File: src/rtl/oc_pkg.sv
package oc_pkg;
  typedef enum logic [1:0] {
    PIN_HOLD   = 2'd0,
    PIN_TOGGLE = 2'd1,
    PIN_CLEAR  = 2'd2,
    PIN_SET    = 2'd3
  } pinOp_e;

  typedef struct packed {
    logic   loadTemp;
    logic   loadBuf;
    logic   loadAct;
    logic   commit;
    logic   flagSet;
    logic   flagClr;
    pinOp_e pinOp;
  } ocCtrl_t;
endpackage

File: src/rtl/oc_ctrl.sv
module oc_ctrl
  import oc_pkg::*;
(
  input  logic       clk,
  input  logic       rstN,
  input  logic       wrHi,
  input  logic       wrLo,
  input  logic       pwmMode,
  input  logic       atTop,
  input  logic       atBottom,
  input  logic       forceCmp,
  input  logic       flagClrWr,
  input  logic [1:0] comMode,
  input  logic       cmpEq,
  output ocCtrl_t    st,
  output logic       ocEn
);
  logic fire;

  assign fire = cmpEq || (forceCmp && !pwmMode);
  assign ocEn = (comMode != 2'b00);

  always_comb begin
    st          = '0;
    st.loadTemp = wrHi;
    st.loadBuf  = wrLo && pwmMode;
    st.loadAct  = wrLo && !pwmMode;
    st.commit   = pwmMode && (atTop || atBottom);
    st.flagSet  = cmpEq;
    st.flagClr  = flagClrWr;
    st.pinOp    = PIN_HOLD;
    if (fire) begin
      case (comMode)
        2'b01:   st.pinOp = PIN_TOGGLE;
        2'b10:   st.pinOp = PIN_CLEAR;
        2'b11:   st.pinOp = PIN_SET;
        default: st.pinOp = PIN_HOLD;
      endcase
    end
  end


  force_pwm_ignored_chk: assert property (@(posedge clk) disable iff (!rstN)
    (pwmMode && !cmpEq) |-> (st.pinOp == PIN_HOLD));


  force_no_flag_chk: assert property (@(posedge clk) disable iff (!rstN)
    (forceCmp && !cmpEq) |-> !st.flagSet);
endmodule

File: src/rtl/oc_dpath.sv
module oc_dpath
  import oc_pkg::*;
#(
  parameter int BUS_W = 8
) (
  input  logic                 clk,
  input  logic                 rstN,
  input  ocCtrl_t              st,
  input  logic [BUS_W-1:0]     busWrData,
  input  logic [2*BUS_W-1:0]   counter,
  input  logic                 rdHi,
  input  logic                 pwmMode,
  output logic [BUS_W-1:0]     rdData,
  output logic                 cmpEq,
  output logic                 matchFlag,
  output logic                 ocOut
);
  localparam int CMP_W = 2 * BUS_W;

  logic [BUS_W-1:0] tempByte;
  logic [CMP_W-1:0] bufReg;
  logic [CMP_W-1:0] actReg;
  logic [CMP_W-1:0] wrWord;
  logic [CMP_W-1:0] rdView;

  assign wrWord = {tempByte, busWrData};
  assign cmpEq  = (counter == actReg);
  assign rdView = pwmMode ? bufReg : actReg;
  assign rdData = rdHi ? rdView[CMP_W-1:BUS_W] : rdView[BUS_W-1:0];

  always_ff @(posedge clk or negedge rstN) begin
    if (!rstN) begin
      tempByte <= '0;
      bufReg   <= '0;
      actReg   <= '0;
    end else begin
      if (st.loadTemp) tempByte <= busWrData;
      if (st.loadBuf)  bufReg   <= wrWord;
      if (st.loadAct)       actReg <= wrWord;
      else if (st.commit)   actReg <= bufReg;
    end
  end

  always_ff @(posedge clk or negedge rstN) begin
    if (!rstN) begin
      matchFlag <= 1'b0;
      ocOut     <= 1'b0;
    end else begin
      if (st.flagSet)      matchFlag <= 1'b1;
      else if (st.flagClr) matchFlag <= 1'b0;
      case (st.pinOp)
        PIN_TOGGLE: ocOut <= !ocOut;
        PIN_CLEAR:  ocOut <= 1'b0;
        PIN_SET:    ocOut <= 1'b1;
        default:    ocOut <= ocOut;
      endcase
    end
  end


  temp_only_chk: assert property (@(posedge clk) disable iff (!rstN)
    (st.loadTemp && !st.loadAct && !st.commit) |=> $stable(actReg));


  direct_load_chk: assert property (@(posedge clk) disable iff (!rstN)
    st.loadAct |=> (actReg == {$past(tempByte), $past(busWrData)}));


  commit_copy_chk: assert property (@(posedge clk) disable iff (!rstN)
    (st.commit && !st.loadAct) |=> (actReg == $past(bufReg)));


  flag_set_chk: assert property (@(posedge clk) disable iff (!rstN)
    cmpEq |=> matchFlag);


  flag_clr_chk: assert property (@(posedge clk) disable iff (!rstN)
    (st.flagClr && !cmpEq) |=> !matchFlag);


  pin_hold_chk: assert property (@(posedge clk) disable iff (!rstN)
    (st.pinOp == PIN_HOLD) |=> $stable(ocOut));


  pin_set_chk: assert property (@(posedge clk) disable iff (!rstN)
    (st.pinOp == PIN_SET) |=> ocOut);
endmodule

File: src/rtl/oc_chan.sv
module oc_chan
  import oc_pkg::*;
#(
  parameter int BUS_W = 8,
  localparam int CMP_W = 2 * BUS_W
) (
  input  logic             clk,
  input  logic             rstN,
  input  logic [BUS_W-1:0] busWrData,
  input  logic             wrHi,
  input  logic             wrLo,
  input  logic             rdHi,
  output logic [BUS_W-1:0] rdData,
  input  logic             pwmMode,
  input  logic [1:0]       comMode,
  input  logic [CMP_W-1:0] counter,
  input  logic             atTop,
  input  logic             atBottom,
  input  logic             forceCmp,
  input  logic             flagClr,
  output logic             matchFlag,
  output logic             ocOut,
  output logic             ocEn
);
  ocCtrl_t st;
  logic    cmpEq;

  oc_ctrl u_ctrl (
    .clk(clk), .rstN(rstN), .wrHi(wrHi), .wrLo(wrLo), .pwmMode(pwmMode),
    .atTop(atTop), .atBottom(atBottom), .forceCmp(forceCmp),
    .flagClrWr(flagClr), .comMode(comMode), .cmpEq(cmpEq),
    .st(st), .ocEn(ocEn)
  );

  oc_dpath #(.BUS_W(BUS_W)) u_dpath (
    .clk(clk), .rstN(rstN), .st(st), .busWrData(busWrData),
    .counter(counter), .rdHi(rdHi), .pwmMode(pwmMode),
    .rdData(rdData), .cmpEq(cmpEq), .matchFlag(matchFlag), .ocOut(ocOut)
  );
endmodule

File: config.mk
export PLATFORM = sky130hd
export DESIGN_NAME = oc_chan
export DESIGN_NICKNAME = d
export VERILOG_FILES = /design/src/rtl/oc_pkg.sv /design/src/rtl/oc_ctrl.sv /design/src/rtl/oc_dpath.sv /design/src/rtl/oc_chan.sv
export SDC_FILE = /design/constraint.sdc
export NUM_CORES = 1
export LEC_CHECK = 0
export ABC_AREA = 1
export BUFFER_PORTS_ARGS = -buffer_cell sky130_fd_sc_hd__buf_2
export CAP_MARGIN = 20
export CELL_PAD_IN_SITES_DETAIL_PLACEMENT = 1
export CELL_PAD_IN_SITES_GLOBAL_PLACEMENT = 1
export CORE_UTILIZATION = 38
export CTS_CLUSTER_DIAMETER = 40
export DETAILED_ROUTE_END_ITERATION = 16
export PLACE_DENSITY = 0.76
export SYNTH_ARGS = -nofsm -noshare
export SYNTH_HDL_FRONTEND = slang
export SYNTH_SLANG_ARGS = --single-unit
File: constraint.sdc
create_clock -name clk -period 1.4 [get_ports clk]
set_clock_uncertainty 0.1 [all_clocks]
set_input_delay 0.07 -clock clk [delete_from_list [all_inputs] [get_ports clk]]
set_output_delay 0.07 -clock clk [all_outputs]
set_load 0.03 [all_outputs]
# Word-level counts from Yosys, hierarchy flattened
# Index checks and enable logic that the tools add are counted.
[classes]
eq_ne = 7
muxes = 9
reduce_logical = 12
[ops]
columns = ["cell", "n"]
rows = [
  ["16-bit two-way mux", 3],
  ["16-bit == test", 1],
  ["2-bit == test (second input constant)", 4],
  ["8-bit two-way mux", 1],
  ["2-bit one-hot mux with 3 select lines", 1],
  ["2-bit nonzero test", 3],
  ["2-bit by 1-bit == test with 1-bit output (second input constant)", 2],
  ["1-bit logical AND", 4],
  ["1-bit one-hot mux with 3 select lines", 1],
  ["3-bit nonzero test", 1],
  ["1-bit zero test", 2],
  ["1-bit logical OR", 2],
  ["1-bit two-way mux", 2],
  ["2-bit two-way mux", 1],
]
[word_totals]
reg_bits = 42
in_bits = 36
output_inout_bits = 11
word_cells = 33

# Logic depth before layout (Yosys ltp)
# Gate-level depths: netlist of run 1.
[logic_depth]
depth_word = 6
ltp_mapped = 11
depth_no_buf = 11

# Hierarchy
# Synthesis of run 1 repeated with hierarchy kept, for this count alone.
[unflattened]
hier_cells = 262
hier_area_um2 = 2265.9
[by_module_without_submodules]
columns = ["module", "instances", "cells_each", "area_per_inst_um2", "seq_area_each_um2"]
rows = [
  ["oc_dpath", 1, 245, 2185.8, 1051.0],
  ["oc_ctrl", 1, 17, 80.1, 0.0],
]

# Worst setup path before layout of run 1
# Ideal clock, no wire load.
[synth_path]
path_type = "in2out"
start = "input port pwmMode"
end = "output port rdData[4]"
t_arrival_ns = 1.158
required_time_ns = 1.230
path_slack_ns = 0.072
cell_stages = 4
path_buffers = 1
cell_sequence = "inv_2 -> clkbuf_1 -> o21ai_0 -> o21ai_0"
[synth_via]
elab_chain_len = 2
[synth_lines]
columns = ["element", "line_no", "rtl"]
rows = [
  ["start: declaration", "oc_chan.sv:14", "input logic pwmMode,"],
  ["16-bit two-way mux", "oc_dpath.sv:28", "assign rdView = pwmMode ? bufReg : actReg;"],
  ["8-bit two-way mux", "oc_dpath.sv:29", "assign rdData = rdHi ? rdView[CMP_W-1:BUS_W] : rdView[BUS_W-1:0];"],
  ["end: declaration", "oc_chan.sv:13", "output logic [BUS_W-1:0] rdData,"],
]
# No other way between the ends.

# Final worst setup path of run 1
[layout_path]
start = "register u_dpath.actReg[14]"
end = "output port rdData[6]"
[layout_via]
elab_chain_len = 2
[layout_lines]
columns = ["element", "line_no", "rtl"]
rows = [
  ["start: declaration", "oc_dpath.sv:22", "logic [CMP_W-1:0] actReg;"],
  ["start signal: assignment", "oc_dpath.sv:39", "if (st.loadAct) actReg <= wrWord;"],
  ["start signal: assignment", "oc_dpath.sv:40", "else if (st.commit) actReg <= bufReg;"],
  ["16-bit two-way mux", "oc_dpath.sv:28", ""],
  ["8-bit two-way mux", "oc_dpath.sv:29", ""],
]
# No other way between the ends.

==> results.cfg, run 1 <==
[setup_path]
cpMaxStageDelayCell = dfrtp_1
crit_start = u_dpath.actReg[14]$_DFFE_PN0P_
cp_data_arrival_time_ps = 1250
max_stage_delay_ps = 400
cp_cell_sequence = inv_2 -> a21oi_2 -> o21ai_1 -> o21ai_1 -> buf_4
crit_required_ps = 1230
critPathKind = register to primary output
end_kind = primary output
rr_startpoint = u_dpath.actReg[14]$_DFFE_PN0P_
cpMostUsedCell = o21ai_1
start_kind = register
crit_fanout = 3

[placement]
place_area_um2 = 2650
port_buffers = 46
place.gp.congestion = 0.766
dp_hpwl_um = 4610

[clocking]
htree_levels = 2
clock_sinks = 42
clk_pin_slew_ps = 80
cts_tree = done
clockBufferDepth = 2
clock-root-buffer = clkbuf_8
numCtsBuffers = 5
clock_latency_ps = 300

[timing]
relSlewSlack_pct = 66.3
min_period_ps = 1420
worst_slew_pin_slew_ps = 504
hold_violations = 0
worst_slack_ps = -15.9
fin_crit_sh_pct = 101
max_freq_ghz = 0.706
drv_slew = 0
setup_violations = 2
grt_setup_unrepaired = yes

[global_routing]
grtUsageTotal_pct = 21.7
antenna_found_initial = 0
gr-total-overflow = 0
grt_pass1_vias = 2225
grt_pass1_wl_um = 10600
grt_max_degree = 43

[power_and_ir_drop]
swShare_pct = 31.4
intPower_mw = 2.48
power.density_nw_per_um2 = 1210
power_switching_mw = 1.14
p_leak_nw = 1.58
power_frac_clock_pct = 33.8
seq_power_share_pct = 41.5
power_frac_comb_pct = 24.7
vdd_drop_max_uv = 457

[logic_synthesis]
synth.top_cell.area_share_pct = 45.6
synth_area_leaders = dfrtp_1 (46%), nand2_1 (19%), o21ai_0 (11%)
yosys_warnings = 0
syn_inst = 337
synth_area_per_cell_um2 = 6.84
yosysTopAreaCell = dfrtp_1
synthDistinctLibCells = 13
syn_area_um2 = 2310
syn_nets = 373
ys_seq_elements = 42
ys_seq_area_share_pct = 45.6

[hold_path]
hold_class = input port to register
holdCritStartpoint = comMode[0]

[routing]
wl_um = 6480
first_pass_iters = 10
dr_total_vias = 2294
wl_per_cell_um = 13.7
viasPerCell = 4.84
ant_nets = 0
drc = 1
drt_iter0_markers = 120

[layout]
layout-drive-gt1-share_pct = 23.6
final_common_cell = nand2_1
final_nets = 434
layout_common_cells = nand2_1 (115), o21ai_1 (48), dfrtp_1 (42)
final_core_util_pct = 50.7
area_growth_syn_to_layout_pct = 29.4
fin_area_um2 = 2980
diodes = 0

[status]
violations = DRC, setup timing
outcome = complete, but fails checks

[floorplan]
start_util_pct = 39.2
pin_count = 47
coreArea_um2 = 5890
die_w_um = 79.9
dieHeight_um = 79.9
dieArea_um2 = 6380
rows = 28

[run]
max-cap-violations = 0
-- through the flow --
step	setup TNS (ps)	power, mW	std cells	hold slack, ps	setup slack, ps
finish	-20.9	3.62	474	5.66	-15.9
global route	-522	3.82	474	39.6	-149
CTS	-52.0	3.63	473	6.83	-19.2
detailed placement	0	2.32	452	-13.5	45.2
global placement	0	2.29	452	-29.1	111
floorplan	0	2.02	337	-326	71.8
-- worst paths after layout --
check	to	slack [ps]	depth (start not counted)
min in group asynchronous	u_dpath.actReg[13]$_DFFE_PN0P_	180	3
max reg2reg	u_dpath.ocOut$_DFFE_PN0P_	20	11
max	rdData[6]	-20	5
min	u_dpath.ocOut$_DFFE_PN0P_	6	5
max in group asynchronous	u_dpath.actReg[2]$_DFFE_PN0P_	810	3
min reg2reg	u_dpath.matchFlag$_DFFE_PN0P_	420	2
-- state kept, by name, summed over array words and instances, names as in the netlist --
name,cells
u_dpath.matchFlag,1
u_dpath.tempByte,8
u_dpath.bufReg,16
u_dpath.ocOut,1
u_dpath.actReg,16
-- repair_timing --
action	CTS	global route
setup endpoints to repair	8	9
resized for setup	30	11
setup buffers	2	1
pin swaps	3	13
hold buffers	11	0
endpoints found under the hold margin	60	0
-- power by group through the flow --
stage / sequential (mW) / combinational (mW) / clock [mW]
after floorplan: 1.50 / 0.523 / 0
after global placement: 1.51 / 0.776 / 0
after detailed placement: 1.52 / 0.800 / 0
after CTS: 1.50 / 0.889 / 1.24
after global routing: 1.53 / 1.01 / 1.28
final: 1.50 / 0.895 / 1.22
-- worst max-delay path, delay by kind of cell (launching register included) --
family | cells | cell delay, ps
buf+inv | 2 | 250
compound gates | 3 | 290
flops | 1 | 400
-- routing by layer --
metal,GRT usage [%],vias up,part of all wire (%),wire (um)
met5,0,-,0,0
met1,31.4,1077,52,3400
li1,-,1170,-,-
met2,33.6,41,43,2800
met3,3.20,6,3.1,200
met4,5.89,0,1.2,80
-- cell families after synthesis --
kind of cell / count (synthesis) / share of synthesized area, %
and+or+nand+nor: 137 / 22.6
AOI/OAI and AO/OA: 91 / 19.8
buffers and inverters: 67 / 12.0
DFF: 42 / 45.6
-- area by class of cell --
class / count / area, um^2
clock buffers: 6 / 82.6
clock inverters: 2 / 60.1
fillers: 777 / 2900
inverters: 53 / 199
multi-input cells: 228 / 1010
flip-flops and latches: 42 / 1050
well taps: 75 / 93.8
repair buffers: 68 / 484
-- cell usage after synthesis --
master and number:
a21oi_1 9, buf_2 5, buf_4 5, clkbuf_1 3, clkbuf_2 1, dfrtp_1 42, inv_1 41, inv_2 12
nand2_1 116, nand2_2 3, nor2_1 18, o21ai_0 51, o21ai_1 31
(Power assumes the default switching activity.)
==> inputs of run 2 (changes only) <==
- CORE_MARGIN: default -> 2
==> run 2 against run 1 <==
  * Sequential power barely moved
  * Cell count fell by 0.63%
  * Highest routed layer unchanged
  * Power fell by 10%
  * Worst hold slack got worse by 9.6 ps
  * First-iteration DRC count rose by 1.7%
  * Worst setup slack improved by 11 ps
  * Die area rose by 5.1%
  * Non-clock buffer count fell by 3
  * The flow finishes with violations (hold timing, setup timing)
==> results.cfg, run 2 (same netlist as run 1, synthesis figures left out) <==
[placement]
dp_hpwl_um = 4640
place_area_um2 = 2630
place.gp.congestion = 0.810
dp_slack_ps = 22.3
port_buffers = 46

[power_and_ir_drop]
power.density_nw_per_um2 = 1120
power_frac_clock_pct = 26.5
intPower_mw = 2.11
power_switching_mw = 1.14
power_frac_comb_pct = 27.4
swShare_pct = 35.1
p_leak_nw = 1.53
seq_power_share_pct = 46.2
vdd_drop_max_uv = 570

[routing]
viasPerCell = 4.69
wl_per_cell_um = 14.0
ant_nets = 0
wl_um = 6580
first_pass_iters = 4
drt_iter0_markers = 122
dr_total_vias = 2211
drc = 0

[timing]
hold_violations = 1
worst_slack_ps = -4.78
worst_slew_pin_slew_ps = 501
max_freq_ghz = 0.712
finalSetupTns_ps = -4.78
relSlewSlack_pct = 66.5
fin_crit_sh_pct = 100
setup_violations = 1
min_period_ps = 1400
timing.hold.ws_ps = -3.93
grt_setup_unrepaired = yes
drv_slew = 0

[status]
outcome = complete, but fails checks
violations = hold timing, setup timing

[clocking]
htree_levels = 2
clock_sinks = 42
clockBufferDepth = 2
numCtsBuffers = 5
clock_latency_ps = 300
cts_tree = done
clk_pin_slew_ps = 90
clock-root-buffer = clkbuf_8

[setup_path]
end_kind = primary output
critPathKind = register to primary output
cp_data_arrival_time_ps = 1230
rr_startpoint = u_dpath.actReg[3]$_DFFE_PN0P_
crit_required_ps = 1230
regToRegSetupSlack_ps = 10
crit_fanout = 3
rr_endpoint = u_dpath.ocOut$_DFFE_PN0P_
start_kind = register
r2r_cells = 10

[layout]
diodes = 0
final_common_cell = nand2_1
n_fill_cell = 778
layout-drive-gt1-share_pct = 23.7
final_nets = 431
top_regs = u_dpath.actReg x16, u_dpath.bufReg x16, u_dpath.tempByte x8
fin_area_um2 = 2900
layout_common_cells = nand2_1 (111), o21ai_1 (44), dfrtp_1 (42)
area_growth_syn_to_layout_pct = 25.9

[hold_path]
hold_class = input port to register
holdCritStartpoint = forceCmp
hold_depth = 5
min_to = u_dpath.ocOut$_DFFE_PN0P_

[floorplan]
dieArea_um2 = 6710
start_util_pct = 39.2
pin_count = 47
rows = 28
die_w_um = 81.9
dieHeight_um = 81.9
coreArea_um2 = 5890

[run]
max-cap-violations = 0

[global_routing]
grtUsageTotal_pct = 20.7
grt_max_degree = 43
grt_pass1_vias = 2127
antenna_found_initial = 0
gr-total-overflow = 0
grt_pass1_wl_um = 10500
[run 2: timing repair]
action | 4_1_cts | 5_1_grt
gates resized for setup | 25 | 13
pin swaps | 3 | 10
endpoints found under the hold margin | 59 | 0
endpoints found under the setup margin | 8 | 9
hold buffers | 10 | 0
buffers inserted | 0 | 2
[run 2: critical path, stage by stage, from the launching register on]
cell,delay (ps)
dfrtp_1,370
inv_2,60
a21oi_2,120
o21ai_1,80
o21ai_1,100
buf_4,190
[run 2: power groups by stage]
| stage | Sequential [mW] | Combinational (mW) | Clock (mW) |
|---|---|---|---|
| finish | 1.50 | 0.892 | 0.862 |
| global route | 1.52 | 1.01 | 0.929 |
| CTS | 1.50 | 0.859 | 0.873 |
| detailed placement | 1.52 | 0.794 | 0 |
| global placement | 1.51 | 0.772 | 0 |
| floorplan | 1.50 | 0.523 | 0 |
[run 2: worst max-delay path by stage]
stage / start / cells after the start / slack [ps] / to
final: u_dpath.actReg[15]$_DFFE_PN0P_ / 5 / -5 / rdData[7]
after global routing: u_dpath.actReg[3]$_DFFE_PN0P_ / 10 / -110 / u_dpath.ocOut$_DFFE_PN0P_
after CTS: u_dpath.actReg[12]$_DFFE_PN0P_ / 5 / 0.7 / rdData[4]
after detailed placement: u_dpath.actReg[3]$_DFFE_PN0P_ / 11 / 20 / u_dpath.ocOut$_DFFE_PN0P_
after global placement: u_dpath.actReg[5]$_DFFE_PN0P_ / 11 / 60 / u_dpath.ocOut$_DFFE_PN0P_
after floorplan: pwmMode / 4 / 70 / rdData[4]
[run 2: layout make-up]
cell class / count / area (um^2) / share of cell area (%)
clock buffer: 6 / 82.6 / 2.84
sequential: 42 / 1050 / 36.2
multi-input combinational: 228 / 1020 / 35.2
tap: 75 / 93.8 / 3.23
clock inverter: 2 / 12.5 / 0.431
inverter: 53 / 199 / 6.85
timing repair buffer: 65 / 443 / 15.3
[run 2: routing by layer]
| layer | vias up | wire length (um) | GRT usage (%) |
|---|---|---|---|
| met5 | - | 0 | 0 |
| met2 | 41 | 2940 | 30.4 |
| met1 | 1006 | 3340 | 30.4 |
| li1 | 1159 | - | - |
| met4 | 0 | 54 | 6.33 |
| met3 | 5 | 250 | 4.29 |
[run 2: through the flow]
stage	util, %	cells	total power [mW]
finish	49.3	471	3.26
global route	49.3	471	3.46
CTS	48.6	469	3.23
detailed placement	44.7	451	2.32
global placement	44.7	451	2.28
floorplan	-	337	2.02
==> inputs of run 3 (changes only) <==
- CORE_UTILIZATION: 38 -> 41
- PLACE_DENSITY: 0.76 -> 0.82
- clock period: 1.4 -> 1.8 ns (I/O delays scaled with it)
==> run 3 against run 2 <==
  * The flow now finishes without violations
  * Non-clock buffer count fell by 6
  * Worst setup slack gained 260 ps
  * Critical path depth unchanged
  * Power down 25%
  * Design area down 4.8%
  * Global-route usage rose by 1.1 points
  * Clock power shrank 25%
  * Routed wire length shrank 5.2%
  * Via count is 4.0% higher
  * Critical endpoint is now rdData[0]
==> results.cfg, run 3 (same netlist as run 1, synthesis figures left out) <==
[clocking]
htree_levels = 2
cts.repair.resized = 0
numCtsBuffers = 5
cts_tree = done
post_cts_buffers = 0
clock_sinks = 42
clockBufferDepth = 2
clock_latency_ps = 300
clock-root-buffer = clkbuf_8
clk_pin_slew_ps = 80

[timing]
hold_violations = 0
worst_slack_ps = 251
finalSetupTns_ps = 0
grt_setup_unrepaired = no
relSlewSlack_pct = 61.3
max_freq_ghz = 0.646
fin_crit_sh_pct = 86.0
setup_violations = 0
drv_slew = 0
min_period_ps = 1550
worst_slew_pin_slew_ps = 579

[global_routing]
gr-total-overflow = 0
grt_pass1_wl_um = 10600
grt_pass1_vias = 2234
grt_max_degree = 43
antenna_found_initial = 0
grtUsageTotal_pct = 21.7

[placement]
place_area_um2 = 2570
port_buffers = 46
dp_slack_ps = 190
place.gp.congestion = 0.820
dp_hpwl_um = 4670

[routing]
wl_um = 6240
first_pass_iters = 4
wl_met1_um = 3020
routed.top_layer = met4
viasPerCell = 4.98
ant_nets = 0
wl_met3_um = 304
dr_total_vias = 2300
drc = 0
wl_met2_um = 2840
wl_per_cell_um = 13.5
drt_iter0_markers = 136

[hold_path]
hold_class = input port to register

[setup_path]
cpMaxStageDelayCell = dfrtp_1
crit_required_ps = 1610
cp_cell_sequence = inv_2 -> a21oi_1 -> o21ai_0 -> o21ai_0 -> buf_2
critPathKind = register to primary output
cpMostUsedCell = o21ai_0
regToRegSetupSlack_ps = 410
crit_fanout = 3
max_stage_delay_ps = 370
end_kind = primary output
cp_data_arrival_time_ps = 1360
start_kind = register

[floorplan]
start_util_pct = 42.1
rows = 27
die_w_um = 79.0
dieArea_um2 = 6240
pin_count = 47
coreArea_um2 = 5470
dieHeight_um = 79.0

[layout]
n_fill_cell = 733
layout_common_cells = nand2_1 (116), o21ai_0 (51), buf_2 (46)
diodes = 0
fin_area_um2 = 2770
area_growth_syn_to_layout_pct = 19.9
final_nets = 425
top_regs = u_dpath.actReg x16, u_dpath.bufReg x16, u_dpath.tempByte x8
final_common_cell = nand2_1
layout-drive-gt1-share_pct = 18.5

[power_and_ir_drop]
power.density_nw_per_um2 = 881
vdd_drop_max_uv = 334
p_leak_nw = 1.49

[status]
outcome = complete, no violations

[run]
max-cap-violations = 0
run 3: cell types whose count changed in the layout (fill, tap and decap cells not counted), sizes merged:
cell and delta:
buf -6
run 3: per-layer routing:
layer	track usage (%)	up-vias
li1	-	1149
met4	6.72	0
met5	0	-
met1	30.7	1083
met2	34.3	61
met3	3.64	7
run 3: final timing paths:
| check | cells after the start | start | end |
|---|---|---|---|
| max | 5 | u_dpath.actReg[8]$_DFFE_PN0P_ | rdData[0] |
| min | 5 | comMode[0] | u_dpath.ocOut$_DFFE_PN0P_ |
| max reg2reg | 11 | u_dpath.actReg[2]$_DFFE_PN0P_ | u_dpath.ocOut$_DFFE_PN0P_ |
| min reg2reg | 2 | u_dpath.ocOut$_DFFE_PN0P_ | u_dpath.ocOut$_DFFE_PN0P_ |
| max in group asynchronous | 3 | rstN | u_dpath.bufReg[3]$_DFFE_PN0P_ |
| min in group asynchronous | 3 | rstN | u_dpath.actReg[11]$_DFFE_PN0P_ |
run 3: area by class of cell:
type / instances / area [um^2] / area share, %
sequential: 42 / 1050 / 38.0
multi-input combinational: 228 / 977 / 35.3
timing repair buffer: 59 / 353 / 12.8
inverter: 53 / 199 / 7.19
tap: 72 / 90.1 / 3.26
clock buffer: 6 / 82.6 / 2.99
clock inverter: 2 / 12.5 / 0.452
run 3: per-stage QoR:
step	hold slack [ps]	util (%)	instances	total power, mW
floorplan	-306	-	337	1.57
detailed placement	97.1	47.0	444	1.79
finish	25.2	50.5	462	2.44
CTS	26.2	50.5	462	2.46
global route	84.4	50.5	462	2.59
global placement	95.6	47.0	444	1.76
run 3: what timing repair did:
item,CTS,global route
setup endpoints to repair,0,0
hold endpoints to repair,57,0
hold buffers,10,0
run 3: report_power, final:
group	switching (mW)	internal [mW]	total, mW
logic	0.402	0.214	0.616
registers	0.0989	1.07	1.17
clock network	0.341	0.308	0.650
total	0.842	1.59	2.44
run 3: critical path, delay by kind of cell (launching register included):
kind	cells	cell delay, ps
buffers and inverters	2	310
DFF	1	370
AOI/OAI and AO/OA	3	380
